`src/rtl/rhb_pkg.sv`:
```
package rhb_pkg;

  // Per-cycle strobes from control to storage.
  typedef struct packed {
    logic pushEn;    // append at the tail of pushThr
    logic unwindEn;  // remove youngest entry of unwindThr
    logic retireEn;  // remove retireNum oldest entries of retireThr
  } rhbStrobe_t;

endpackage

```
`src/rtl/rhb_store.sv`:
```
module rhb_store
  import rhb_pkg::*;
#(
  parameter int NT     = 2,
  parameter int DEPTH  = 8,
  parameter int SEQ_W  = 16,
  parameter int AREG_W = 5,
  parameter int PREG_W = 7,
  parameter int CW     = 2,
  localparam int THR_W = (NT > 1) ? $clog2(NT) : 1,
  localparam int IDX_W = $clog2(DEPTH),
  localparam int CNT_W = $clog2(DEPTH + 1),
  localparam int RN_W  = $clog2(CW + 1)
) (
  input  logic              clk,
  input  logic              rstN,
  input  rhbStrobe_t        strobe,
  input  logic [THR_W-1:0]  pushThr,
  input  logic [SEQ_W-1:0]  pushSeq,
  input  logic [AREG_W-1:0] pushArch,
  input  logic [PREG_W-1:0] pushNew,
  input  logic [PREG_W-1:0] pushOld,
  input  logic [THR_W-1:0]  unwindThr,
  input  logic [THR_W-1:0]  retireThr,
  input  logic [RN_W-1:0]   retireNum,
  output logic [CNT_W-1:0]  cnt     [NT],
  output logic [SEQ_W-1:0]  topSeq,
  output logic [AREG_W-1:0] topArch,
  output logic [PREG_W-1:0] topNew,
  output logic [PREG_W-1:0] topOld,
  output logic [SEQ_W-1:0]  headSeq [NT][CW],
  output logic [PREG_W-1:0] headOld [NT][CW]
);

  logic [SEQ_W-1:0]  seqMem  [NT][DEPTH];
  logic [AREG_W-1:0] archMem [NT][DEPTH];
  logic [PREG_W-1:0] newMem  [NT][DEPTH];
  logic [PREG_W-1:0] oldMem  [NT][DEPTH];
  logic [IDX_W-1:0]  headPtr [NT];
  logic [IDX_W-1:0]  tailPtr [NT];
  logic [CNT_W-1:0]  cntNext [NT];
  logic [IDX_W-1:0]  topIdx;

  assign topIdx  = tailPtr[unwindThr] - IDX_W'(1);
  assign topSeq  = seqMem[unwindThr][topIdx];
  assign topArch = archMem[unwindThr][topIdx];
  assign topNew  = newMem[unwindThr][topIdx];
  assign topOld  = oldMem[unwindThr][topIdx];

  for (genvar t = 0; t < NT; t++) begin : g_thr
    logic pushHit, unwHit, retHit;
    assign pushHit = strobe.pushEn   && (pushThr   == THR_W'(t));
    assign unwHit  = strobe.unwindEn && (unwindThr == THR_W'(t));
    assign retHit  = strobe.retireEn && (retireThr == THR_W'(t));

    for (genvar i = 0; i < CW; i++) begin : g_win
      assign headSeq[t][i] = seqMem[t][headPtr[t] + IDX_W'(i)];
      assign headOld[t][i] = oldMem[t][headPtr[t] + IDX_W'(i)];
    end

    always_comb begin
      cntNext[t] = cnt[t] + CNT_W'(pushHit) - CNT_W'(unwHit)
                 - (retHit ? CNT_W'(retireNum) : CNT_W'(0));
    end

    always_ff @(posedge clk) begin
      if (!rstN) begin
        headPtr[t] <= '0;
        tailPtr[t] <= '0;
        cnt[t]     <= '0;
      end else begin
        cnt[t] <= cntNext[t];
        if (pushHit) begin
          seqMem[t][tailPtr[t]]  <= pushSeq;
          archMem[t][tailPtr[t]] <= pushArch;
          newMem[t][tailPtr[t]]  <= pushNew;
          oldMem[t][tailPtr[t]]  <= pushOld;
          tailPtr[t] <= tailPtr[t] + IDX_W'(1);
        end else if (unwHit) begin
          tailPtr[t] <= tailPtr[t] - IDX_W'(1);
        end
        if (retHit) headPtr[t] <= headPtr[t] + IDX_W'(retireNum);
      end
    end
  end

  // control never appends to a log that is already full
  a_r3_no_overflow: assert property (@(posedge clk) disable iff (!rstN)
    strobe.pushEn |-> (cnt[pushThr] < CNT_W'(DEPTH)));

  // a walk step only removes an existing entry
  a_r4_unwind_nonempty: assert property (@(posedge clk) disable iff (!rstN)
    strobe.unwindEn |-> (cnt[unwindThr] != '0));

  // retirement never takes more entries than are held
  a_r5_retire_bound: assert property (@(posedge clk) disable iff (!rstN)
    strobe.retireEn |-> (CNT_W'(retireNum) <= cnt[retireThr]));

  // no append lands on the thread being walked back
  a_r9_no_push_on_walk: assert property (@(posedge clk) disable iff (!rstN)
    (strobe.pushEn && strobe.unwindEn) |-> (pushThr != unwindThr));

  // squash walk and retirement never share a cycle
  a_r7_exclusive_pop: assert property (@(posedge clk) disable iff (!rstN)
    !(strobe.unwindEn && strobe.retireEn));

endmodule

```
`src/rtl/rhb_ctrl.sv`:
```
module rhb_ctrl
  import rhb_pkg::*;
#(
  parameter int NT     = 2,
  parameter int DEPTH  = 8,
  parameter int SEQ_W  = 16,
  parameter int AREG_W = 5,
  parameter int PREG_W = 7,
  parameter int CW     = 2,
  localparam int THR_W = (NT > 1) ? $clog2(NT) : 1,
  localparam int CNT_W = $clog2(DEPTH + 1),
  localparam int RN_W  = $clog2(CW + 1)
) (
  input  logic              clk,
  input  logic              rstN,
  input  logic              renValid,
  input  logic              renHasDest,
  input  logic [THR_W-1:0]  renThread,
  input  logic              sqValid,
  input  logic [THR_W-1:0]  sqThread,
  input  logic [SEQ_W-1:0]  sqSeq,
  input  logic              cmtValid,
  input  logic [THR_W-1:0]  cmtThread,
  input  logic [SEQ_W-1:0]  cmtSeq,
  input  logic [CNT_W-1:0]  cnt     [NT],
  input  logic [SEQ_W-1:0]  topSeq,
  input  logic [AREG_W-1:0] topArch,
  input  logic [PREG_W-1:0] topNew,
  input  logic [PREG_W-1:0] topOld,
  input  logic [SEQ_W-1:0]  headSeq [NT][CW],
  input  logic [PREG_W-1:0] headOld [NT][CW],
  output rhbStrobe_t        strobe,
  output logic [THR_W-1:0]  walkThr,
  output logic [THR_W-1:0]  retireThr,
  output logic [RN_W-1:0]   retireNum,
  output logic [NT-1:0]     fullVec,
  output logic              busy,
  output logic              mapWrEn,
  output logic [AREG_W-1:0] mapWrArch,
  output logic [PREG_W-1:0] mapWrPhys,
  output logic [CW-1:0]     freeValid,
  output logic [CW*PREG_W-1:0] freePhys
);

  logic [SEQ_W-1:0] walkMark;
  logic [SEQ_W-1:0] cmtMark [NT];
  logic [NT-1:0]    cmtHas;
  logic [RN_W-1:0]  nPer    [NT];
  logic             unwindGo;

  for (genvar t = 0; t < NT; t++) begin : g_full
    assign fullVec[t] = (cnt[t] == CNT_W'(DEPTH));
  end

  assign unwindGo = busy && (cnt[walkThr] != '0) && (topSeq > walkMark);

  // Length of the retirable run at the head of each log.
  always_comb begin
    for (int t = 0; t < NT; t++) begin
      logic run;
      run     = 1'b1;
      nPer[t] = '0;
      for (int i = 0; i < CW; i++) begin
        if (run && cmtHas[t] && (i < int'(cnt[t])) && (headSeq[t][i] <= cmtMark[t]))
          nPer[t] = nPer[t] + RN_W'(1);
        else
          run = 1'b0;
      end
    end
  end

  // Lowest-numbered thread with work wins; a squash blocks retirement.
  always_comb begin
    retireThr = '0;
    retireNum = '0;
    if (!busy && !sqValid) begin
      for (int t = NT - 1; t >= 0; t--) begin
        if (nPer[t] != '0) begin
          retireThr = THR_W'(t);
          retireNum = nPer[t];
        end
      end
    end
  end

  always_comb begin
    strobe.pushEn   = renValid && renHasDest && !fullVec[renThread]
                      && !(busy && (walkThr == renThread));
    strobe.unwindEn = unwindGo;
    strobe.retireEn = (retireNum != '0);
    mapWrEn   = unwindGo;
    mapWrArch = topArch;
    mapWrPhys = topOld;
    for (int i = 0; i < CW; i++) begin
      freeValid[i] = strobe.retireEn && (i < int'(retireNum));
      freePhys[i*PREG_W +: PREG_W] = headOld[retireThr][i];
    end
    if (unwindGo) begin
      freeValid[0] = 1'b1;
      freePhys[PREG_W-1:0] = topNew;
    end
  end

  always_ff @(posedge clk) begin
    if (!rstN) begin
      busy     <= 1'b0;
      walkThr  <= '0;
      walkMark <= '0;
      cmtHas   <= '0;
      for (int t = 0; t < NT; t++) cmtMark[t] <= '0;
    end else begin
      if (busy && !unwindGo) busy <= 1'b0;
      if (!busy && sqValid) begin
        busy     <= 1'b1;
        walkThr  <= sqThread;
        walkMark <= sqSeq;
      end
      if (cmtValid) begin
        cmtHas[cmtThread]  <= 1'b1;
        cmtMark[cmtThread] <= cmtSeq;
      end
    end
  end

  // the walk target and mark stay put for the whole walk
  a_r8_walk_held: assert property (@(posedge clk) disable iff (!rstN)
    busy |=> ($stable(walkMark) && $stable(walkThr)));

  // an accepted squash raises busy on the next cycle
  a_r4_busy_rise: assert property (@(posedge clk) disable iff (!rstN)
    (!busy && sqValid) |=> busy);

  // free lanes are filled from lane 0 without gaps
  a_r5_lanes_packed: assert property (@(posedge clk) disable iff (!rstN)
    (freeValid != '0) |-> freeValid[0]);

endmodule

```
`src/rtl/rename_history.sv`:
```
module rename_history
  import rhb_pkg::*;
#(
  parameter int NUM_THREADS = 2,
  parameter int DEPTH       = 8,
  parameter int SEQ_W       = 16,
  parameter int AREG_W      = 5,
  parameter int PREG_W      = 7,
  parameter int COMMIT_W    = 2
) (
  input  logic clk,
  input  logic rstN,
  input  logic renValid,
  input  logic renHasDest,
  input  logic [((NUM_THREADS > 1) ? $clog2(NUM_THREADS) : 1)-1:0] renThread,
  input  logic [SEQ_W-1:0]  renSeq,
  input  logic [AREG_W-1:0] renArch,
  input  logic [PREG_W-1:0] renNewPhys,
  input  logic [PREG_W-1:0] renOldPhys,
  input  logic cmtValid,
  input  logic [((NUM_THREADS > 1) ? $clog2(NUM_THREADS) : 1)-1:0] cmtThread,
  input  logic [SEQ_W-1:0]  cmtSeq,
  input  logic sqValid,
  input  logic [((NUM_THREADS > 1) ? $clog2(NUM_THREADS) : 1)-1:0] sqThread,
  input  logic [SEQ_W-1:0]  sqSeq,
  output logic [NUM_THREADS*$clog2(DEPTH+1)-1:0] entryCount,
  output logic [NUM_THREADS-1:0] bufFull,
  output logic squashBusy,
  output logic mapWrEn,
  output logic [((NUM_THREADS > 1) ? $clog2(NUM_THREADS) : 1)-1:0] mapWrThread,
  output logic [AREG_W-1:0] mapWrArch,
  output logic [PREG_W-1:0] mapWrPhys,
  output logic [COMMIT_W-1:0] freeValid,
  output logic [COMMIT_W*PREG_W-1:0] freePhys
);

  localparam int THR_W = (NUM_THREADS > 1) ? $clog2(NUM_THREADS) : 1;
  localparam int CNT_W = $clog2(DEPTH + 1);
  localparam int RN_W  = $clog2(COMMIT_W + 1);

  rhbStrobe_t        strobe;
  logic [THR_W-1:0]  walkThr, retireThr;
  logic [RN_W-1:0]   retireNum;
  logic [CNT_W-1:0]  cnt     [NUM_THREADS];
  logic [SEQ_W-1:0]  topSeq;
  logic [AREG_W-1:0] topArch;
  logic [PREG_W-1:0] topNew, topOld;
  logic [SEQ_W-1:0]  headSeq [NUM_THREADS][COMMIT_W];
  logic [PREG_W-1:0] headOld [NUM_THREADS][COMMIT_W];

  rhb_ctrl #(.NT(NUM_THREADS), .DEPTH(DEPTH), .SEQ_W(SEQ_W), .AREG_W(AREG_W),
             .PREG_W(PREG_W), .CW(COMMIT_W)) u_ctrl (
    .clk(clk), .rstN(rstN),
    .renValid(renValid), .renHasDest(renHasDest), .renThread(renThread),
    .sqValid(sqValid), .sqThread(sqThread), .sqSeq(sqSeq),
    .cmtValid(cmtValid), .cmtThread(cmtThread), .cmtSeq(cmtSeq),
    .cnt(cnt), .topSeq(topSeq), .topArch(topArch), .topNew(topNew), .topOld(topOld),
    .headSeq(headSeq), .headOld(headOld),
    .strobe(strobe), .walkThr(walkThr), .retireThr(retireThr), .retireNum(retireNum),
    .fullVec(bufFull), .busy(squashBusy),
    .mapWrEn(mapWrEn), .mapWrArch(mapWrArch), .mapWrPhys(mapWrPhys),
    .freeValid(freeValid), .freePhys(freePhys)
  );

  rhb_store #(.NT(NUM_THREADS), .DEPTH(DEPTH), .SEQ_W(SEQ_W), .AREG_W(AREG_W),
              .PREG_W(PREG_W), .CW(COMMIT_W)) u_store (
    .clk(clk), .rstN(rstN), .strobe(strobe),
    .pushThr(renThread), .pushSeq(renSeq), .pushArch(renArch),
    .pushNew(renNewPhys), .pushOld(renOldPhys),
    .unwindThr(walkThr), .retireThr(retireThr), .retireNum(retireNum),
    .cnt(cnt), .topSeq(topSeq), .topArch(topArch), .topNew(topNew), .topOld(topOld),
    .headSeq(headSeq), .headOld(headOld)
  );

  assign mapWrThread = walkThr;

  for (genvar t = 0; t < NUM_THREADS; t++) begin : g_cnt
    assign entryCount[t*CNT_W +: CNT_W] = cnt[t];
  end

endmodule

```
`config.mk`:
```
export PLATFORM = sky130hd
export DESIGN_NAME = rename_history
export DESIGN_NICKNAME = d
export VERILOG_FILES = /design/src/rtl/rhb_pkg.sv /design/src/rtl/rhb_store.sv /design/src/rtl/rhb_ctrl.sv /design/src/rtl/rename_history.sv
export SDC_FILE = /design/constraint.sdc
export NUM_CORES = 1
export LEC_CHECK = 0
export BUFFER_PORTS_ARGS = -buffer_cell sky130_fd_sc_hd__buf_2
export CORE_ASPECT_RATIO = 1.4
export CORE_MARGIN = 2
export CORE_UTILIZATION = 45
export DETAILED_ROUTE_END_ITERATION = 8
export SYNTH_ARGS = -nofsm -noshare
export SYNTH_HDL_FRONTEND = slang
export SYNTH_HIERARCHICAL = 1
export SYNTH_SLANG_ARGS = --single-unit
```
`constraint.sdc`:
```
create_clock -name clk -period 13.7 [get_ports clk]
set_input_delay 1.37 -clock clk [delete_from_list [all_inputs] [get_ports clk]]
set_output_delay 1.37 -clock clk [all_outputs]
set_load 0.02 [all_outputs]
```
### Word level (Yosys, flattened, before mapping)

Memory sizes are Yosys's and may differ from the RTL's. A register that Yosys moved wholly into a read port is not among the register bits.
Cells that the tools add are included.

| word-level totals | value |
|---|---|
| output and inout port bits | 41 |
| memories | 7 |
| input bits | 76 |
| logic and storage cells | 259 |
| register bits after elaboration | 28 |
| RAM bits | 604 |

| cells by class | value |
|---|---|
| equal/unequal tests | 3 |
| $lt $le $gt $ge | 25 |
| reduce and logical (&&, ||, !) cells | 45 |
| mux-type cells | 137 |
| bitwise logic cells | 19 |
| $add $sub $neg | 17 |

Memories:

| memory | depth | bits a word | rd ports | clocked after Yosys merged registers in | write ports | RTL line | RTL |
|---|---|---|---|---|---|---|---|
| u_store.seqMem | 2 | 128 | 3 | 1 | 1 | rhb_store.sv:35 | `logic [SEQ_W-1:0] seqMem [NT][DEPTH];` |
| u_store.newMem | 2 | 56 | 1 | 1 | 1 | rhb_store.sv:37 | `logic [PREG_W-1:0] newMem [NT][DEPTH];` |
| u_store.oldMem | 2 | 56 | 3 | 1 | 1 | rhb_store.sv:38 | `logic [PREG_W-1:0] oldMem [NT][DEPTH];` |
| u_store.archMem | 2 | 40 | 1 | 1 | 1 | rhb_store.sv:36 | `logic [AREG_W-1:0] archMem [NT][DEPTH];` |
| u_ctrl.cmtMark | 2 | 16 | 2 | 0 | 2 | rhb_ctrl.sv:46 | `logic [SEQ_W-1:0] cmtMark [NT];` |
| u_store.headPtr | 2 | 3 | 2 | 0 | 2 | rhb_store.sv:39 | `logic [IDX_W-1:0] headPtr [NT];` |
| +1 memories | -- | -- | -- | -- | -- | -- |  |

Operator list:

| operator | number |
|---|---|
| two-way mux 128 bit | 4 |
| two-way mux 56 bit | 6 |
| binary-select mux 16 bit (select 3 bit) | 5 |
| two-way mux 16 bit | 13 |
| two-way mux 40 bit | 4 |
| OR reduction 128 bit | 1 |
| binary-select mux 7 bit (select 3 bit) | 6 |
| OR reduction 56 bit | 2 |
| two-way mux 7 bit | 15 |
| demux 16 bit (select 3 bit) | 2 |
| less-or-equal comparator 16 bit | 4 |
| two-way mux 1 bit | 53 |
| demux 7 bit (select 3 bit) | 2 |
| two-way mux 14 bit | 3 |
| OR reduction 40 bit | 1 |
| demux 5 bit (select 3 bit) | 2 |
| logical AND 1 bit | 30 |
| >= comparator 4 bit, second input constant | 7 |
| NOT 3 -> 4 bit | 7 |
| two-way mux 5 bit | 4 |
| two-way mux 3 bit | 6 |
| > comparator 16 bit | 1 |
| < comparator 1 x 4 -> 1 bit, first input constant | 4 |
| OR reduction 16 bit | 1 |
| 26 further kinds | 63 |

### Logic depth before layout (Yosys ltp)

Gate-level depths: netlist of run 1.
An unclocked memory read counts as a cell.

| logic depth | value |
|---|---|
| depth after elaboration | 22 |
| depth in mapped cells | 28 |
| gate-level depth less buffers | 24 |

### By module

Netlist of run 1, hierarchy kept.

By module, submodules not included:

| module | cells an instance | instances | area each (µm²) | sequential area each (µm²) |
|---|---|---|---|---|
| rhb_store | 1442 | 1 | 28045.6 | 17336.6 |
| rhb_ctrl | 480 | 1 | 4453.0 | 1361.3 |

### Worst setup path after synthesis of run 1

OpenSTA, ideal clock, no wires.

| path | value |
|---|---|
| path kind | register -> register |
| start | memory u_store/headPtr[0][0] in the netlist's numbering |
| end | register u_store/cnt[7] in the netlist's numbering |
| library setup time | 115 ps |
| data required time | 13585 ps |
| stages on the path, launching flop included | 26 |
| clock period less this slack | 6819 ps |
| slack | 6881 ps |
| arrival time | 6704 ps |
| path buffers | 2 |
| path through | edfxtp_1 ha_1 clkbuf_1 clkbuf_1 mux4_2 mux2_2 ha_1 nand4_1 or4_1 or3_1 nor2b_1 a221o_1 ha_1 mux2i_1 nor3_1 or2_2 nor2b_1 and2_1 fa_1 inv_1 fa_1 ha_1 fa_1 xnor2_1 xnor2_1 and2_1 |

RTL lines:

| element | RTL line | RTL |
|---|---|---|
| start: declaration | rhb_store.sv:39 |  |
| end signal: indexed assignment | rhb_store.sv:72 | `cnt[t] <= cntNext[t];` |
| end: declaration | rhb_store.sv:26 | `output logic [CNT_W-1:0] cnt [NT],` |

==> metrics.txt, run 1 <==
Synth cell types 57; Synth Instances 1922; Die H 322 um; Core Box Area 0.0716 mm2; post-synth net total 2102; first-pass GRT wire length 135000 um; Final ANT Viol Nets 0; WHS Endpoint u_ctrl/walkMark[2]; clock latency on the worst-skew pair 0.63 ns; Slew headroom 0.120; CP Launch Point u_store/headPtr[1][0]; clk sinks 632; grt total ovfl 0; Clock Path Buffers 3; startpoint class of the critical path flip-flop; area grow syn2layout 12.1%; Post-synth EDFFs 604; first-pass iteration count of the detailed router 7; Total GRT Usage 0.254; setup TNS 0 ns; max-cap violation count 0; CTS clk-pin slew, worst paths 0.06 ns; largest net degree at the start of global routing 52; peak supply drop 0.0797 mV; worst reg2reg startpoint u_store/headPtr[1][0]; CTS tree yes; Setup-failing EPs final 0; Worst Setup End Kind primary output; worst-path maximum fanout 44; post_cts resized 0; Final Critical Period 8.73 ns; R2R depth 24; Syn Std Cell Area 0.0325 mm2; CTS HTree Levels 3; Final Hold Fails 0; pwr/cell area 135 mW/mm2; crit path DAT 7.36 ns; drt via density 6.30; final hold slack 0.467 ns; fill cell count 5855; flops & latches, synth 632; RSZ-0062 raised after global routing false; vias 19100; layout cells sized above 1 0.347; dpl hpwl 57700 um; worst path required time 12.33 ns; max-slew violation count 0; root buffer cell clkbuf_16; ys flop type edfxtp_1; measured slew at the worst slew-check pin 1.31 ns; worst-case clock skew 0.0169 ns; Static Leak 0.0126 uW; Port Buf Inserts 116; HP Class reg2reg; sequential share of the synthesized area 0.575; Chip Width 231 um; CP Class reg2out; Fmax 115 MHz; period utilization 0.637; Rows 116; initial DRC count 1874; fin nets 2214; Wirelength per Cell 30.7 um; Critical R2R Capture u_store/cnt[7]; Hold-fix buffers, CTS 0; Worst Hold Launch u_ctrl/walkMark[2]; die area 0.0744 mm2; initial antenna violation count 5; R2R setup slack 5.23 ns; post-CTS setup buffers 0; syn avg cell area 16.9 um2; total CTS buffers 67; status complete, no violations; drt drc 0; Yosys Warn Count 6; # IOs 117; placer congestion estimate 0.892; initial core utilization 0.454; Routed WL 93000 um; vias in the first global route 19600; Post-synth ARST share 0; hold path depth 2
## per-stage QoR
step	cell area [um2]	total power [uW]	setup slack [ns]	util	instances
6_report	36400	4920	4.97	0.509	3032
5_1_grt	36400	5090	4.55	0.509	3031
4_1_cts	36400	4970	4.89	0.509	3031
3_5_place_dp	34200	3110	5.22	0.478	2909
3_3_place_gp	34200	3110	5.33	0.478	2909
2_1_floorplan	32500	2820	6.88	-	1922
## how the worst max path moves through the flow
stage                      to  slack (ns)  cells after the start
6_report          freePhys[3]        4.97                     16
5_1_grt           freePhys[3]        4.55                     16
4_1_cts           freePhys[3]        4.89                     16
3_5_place_dp   u_store/cnt[7]        5.22                     24
3_3_place_gp   u_store/cnt[7]        5.33                     24
2_1_floorplan  u_store/cnt[7]        6.88                     25
## layout make-up
cell class	count	area, um2	area share
flip-flops and latches	632	18700	0.513
multi-input cells	1017	12800	0.351
clock buffers	81	1780	0.0489
well taps	944	1180	0.0324
repair buffers	170	986	0.0271
inverters	146	548	0.0150
clock inverters	41	438	0.0120
diodes	1	2.50	0.0000687
## Yosys cell counts (28+ instances only)
cell,number,area [um2]
edfxtp_1,604,18100
mux4_2,289,6510
a211o_1,37,324
dfxtp_1,28,561
clkbuf_1,51,191
ha_1,95,1190
nand2_1,74,278
mux2_2,113,1270
inv_1,99,372
mux2i_1,75,751
a21oi_1,31,155
buf_2,38,190
and2_1,42,263
o22ai_1,71,444
clkinv_1,31,116
## layout by cell type (no fill, tap or decap), types with 4 or more instances in the layout
| cell type | count |
|---|---|
| nand3_1 | 15 |
| bufinv_16 | 8 |
| ha_1 | 92 |
| nand2b_1 | 6 |
| o22ai_1 | 71 |
| nor3_1 | 7 |
| buf_4 | 54 |
| fa_1 | 9 |
| nor2_4 | 13 |
| clkbuf_16 | 69 |
| mux4_2 | 289 |
| a21o_1 | 4 |
| dfxtp_1 | 28 |
| a21boi_0 | 21 |
| a211o_1 | 37 |
| mux2_2 | 113 |
| inv_2 | 16 |
| nand4_1 | 13 |
| o21a_1 | 4 |
| clkinv_2 | 14 |
| o21ai_0 | 6 |
| nand2_1 | 74 |
| edfxtp_1 | 604 |
| clkbuf_1 | 11 |
| nor4_1 | 6 |
| buf_2 | 116 |
| mux2i_1 | 75 |
| xnor2_1 | 9 |
| and3_1 | 6 |
| and2_1 | 42 |
| nor2_1 | 13 |
| clkinv_1 | 41 |
| a21oi_1 | 31 |
| or2_2 | 4 |
| inv_1 | 99 |
| nor3_2 | 4 |
| nor2b_1 | 9 |
## metal layers
metal  global-route usage  up-vias  routed length (um)  share of wire
met1                0.331    10100               36900           0.40
met2                0.434      798               47300           0.51
li1                     -     8004                   -              -
met3               0.0320      190                5280          0.057
met4                0.102        6                3400          0.037
met5                    0        -                  41        0.00044
## worst max-delay path, cell delays in order (launching register included)
cell	delay, ns
edfxtp_1	1.00
buf_4	0.64
buf_4	0.68
mux4_2	0.59
mux2_2	0.28
ha_1	0.31
nand2_1	0.16
o21ai_0	0.16
a221oi_1	0.62
o221ai_1	0.33
a21o_1	0.23
ha_1	0.20
nor4b_4	0.20
buf_4	0.36
mux2_2	0.42
mux2_2	0.28
buf_2	0.16
## kinds of logic after synthesis
family / after synthesis / synth area share
compound gates: 192 / 0.0416
flops: 632 / 0.575
fa+ha+maj: 104 / 0.0421
simple gates: 229 / 0.0365
mux: 478 / 0.263
xor+xnor: 14 / 0.00377
buf+inv: 273 / 0.0375
## power by group
part	total, uW	switching [uW]	internal, uW
Combinational	900	533	367
Sequential	2170	23.2	2140
Clock	1850	766	1080
Total	4920	1320	3600
## flip-flops by register name, indices dropped and copies added (netlist names)
signal	cells
u_ctrl/busy	1
u_ctrl/cmtHas	2
u_ctrl/cmtMark	32
u_ctrl/walkMark	16
u_ctrl/walkThr	1
u_store/archMem	80
u_store/cnt	8
u_store/headPtr	6
u_store/newMem	112
u_store/oldMem	112
u_store/seqMem	256
u_store/tailPtr	6
No activity file was read; power rests on OpenSTA's default activity.
==> run 2, diff against run 1 <==
==> constraint.sdc (replaced) <==
create_clock -name clk -period 8.1 [get_ports clk]
set_input_delay 0.81 -clock clk [delete_from_list [all_inputs] [get_ports clk]]
set_output_delay 0.81 -clock clk [all_outputs]
set_load 0.02 [all_outputs]
==> metrics.txt, run 2 (synthesis results as in run 1) <==
Worst Hold Launch sqSeq[4]; post-CTS setup buffers 0; Critical R2R Capture u_store/cnt[7]; fill cell count 5775; Port Buf Inserts 116; Worst Setup End Kind flip-flop; Setup-failing EPs final 0; # IOs 117; Final ANT Viol Nets 0; CP Launch Point u_store/headPtr[0][0]; RSZ-0062 raised after global routing false; post_cts resized 0; grt total ovfl 0; hold path depth 3; WHS Endpoint u_ctrl/walkMark[4]; Hold-fix buffers, CTS 0; Core Box Area 0.0716 mm2; CTS clk-pin slew, worst paths 0.06 ns; first-pass GRT wire length 134000 um; initial core utilization 0.454; dpl hpwl 58600 um; clock latency on the worst-skew pair 0.67 ns; CP Class reg2reg; peak supply drop 0.192 mV; Routed WL 91400 um; startpoint class of the critical path flip-flop; total CTS buffers 60; Static Leak 0.0126 uW; crit path DAT 7.91 ns; max reg flops 256; CTS tree yes; Final Hold Fails 0; vias in the first global route 19700; drt via density 6.29; Slew headroom 0.183; R2R setup slack 0.71 ns; fin nets 2217; max-slew violation count 0; drt drc 0; final hold slack 0.398 ns; Rows 116; Total GRT Usage 0.249; initial antenna violation count 2; Die H 322 um; CTS HTree Levels 2; initial DRC count 1950; largest net degree at the start of global routing 94; placer congestion estimate 0.814; Clock Path Buffers 3; worst-path maximum fanout 25; clk sinks 632; status complete, no violations; measured slew at the worst slew-check pin 1.23 ns; R2R depth 24; Chip Width 231 um; vias 19100; Wirelength per Cell 30.2 um; setup TNS 0 ns; area grow syn2layout 12.1%; worst path required time 8.62 ns; Fmax 135 MHz; Final Critical Period 7.39 ns; max-cap violation count 0; die area 0.0744 mm2; most common cell after layout, fill and taps aside edfxtp_1; first-pass iteration count of the detailed router 5; layout cells sized above 1 0.348; worst reg2reg startpoint u_store/headPtr[0][0]; period utilization 0.912; worst-case clock skew 0.0471 ns; HP Class in2reg; root buffer cell clkbuf_16; most frequent cells in the layout edfxtp_1, mux4_2, buf_2; pwr/cell area 225 mW/mm2
-- run 2: cell types whose count changed in the layout (fill, tap and decap cells not counted), sizes merged --
cell and change:
buf +10, clkbuf -9, clkinv -4, bufinv +3, inv -2, clkinvlp +1
-- run 2: cell type report --
cell class	instances	area, um2	share of cell area
Clock buffer	72	1580	0.0433
Inverter	146	548	0.0150
Clock inverter	39	532	0.0146
Tap cell	944	1180	0.0324
Sequential cell	632	18700	0.513
Timing Repair Buffer	180	1120	0.0308
Antenna cell	1	2.50	0.0000687
Multi-Input combinational cell	1017	12800	0.351
-- run 2: worst max-delay path by stage --
stage	to	slack, ns	cells after the start
6_report	u_store/cnt[7]	0.71	24
2_1_floorplan	u_store/cnt[7]	1.28	25
3_5_place_dp	u_store/cnt[7]	0.74	24
4_1_cts	u_store/cnt[7]	0.74	24
5_1_grt	u_store/cnt[7]	0.47	25
3_3_place_gp	u_store/cnt[7]	0.80	24
-- run 2: metal layers --
metal	vias up	wire length (um)	global-route usage
met4	4	3220	0.0844
met5	-	26	0
met2	797	46100	0.425
li1	7990	-	-
met1	10100	36400	0.327
met3	179	5700	0.0357
-- run 2: worst max-delay path, stage by stage (launching register included) --
cell      delay, ns
edfxtp_1       0.45
ha_2           0.79
mux4_2         0.40
mux2_2         0.28
ha_1           0.31
nand4_1        0.21
or4_1          0.55
or3_1          0.44
nor2b_1        0.16
a221o_1        0.33
ha_1           0.23
mux2i_1        0.24
nor3_1         0.08
buf_4          0.18
or2_2          0.32
nor2b_1        0.18
and2_1         0.20
fa_1           0.39
inv_1          0.09
fa_1           0.42
ha_1           0.21
fa_1           0.38
xnor2_1        0.21
xnor2_1        0.08
and2_1         0.15
-- run 2: power breakdown --
part           leakage [uW]  internal (uW)  switching (uW)
sequential          0.00571           3630            39.7
clock               0.00101           1750            1260
combinational       0.00589            636             907
total                0.0126           6010            2200
-- run 2: stage by stage --
stage	worst slack (ns)	utilization	instances	cell area, um2	power, uW
after global routing	0.467	0.509	3030	36400	8510
after global placement	0.801	0.480	2919	34300	5280
after detailed placement	0.744	0.480	2919	34300	5290
final	0.709	0.509	3031	36400	8210
after floorplan	1.28	-	1922	32500	4770
after CTS	0.736	0.509	3030	36400	8290
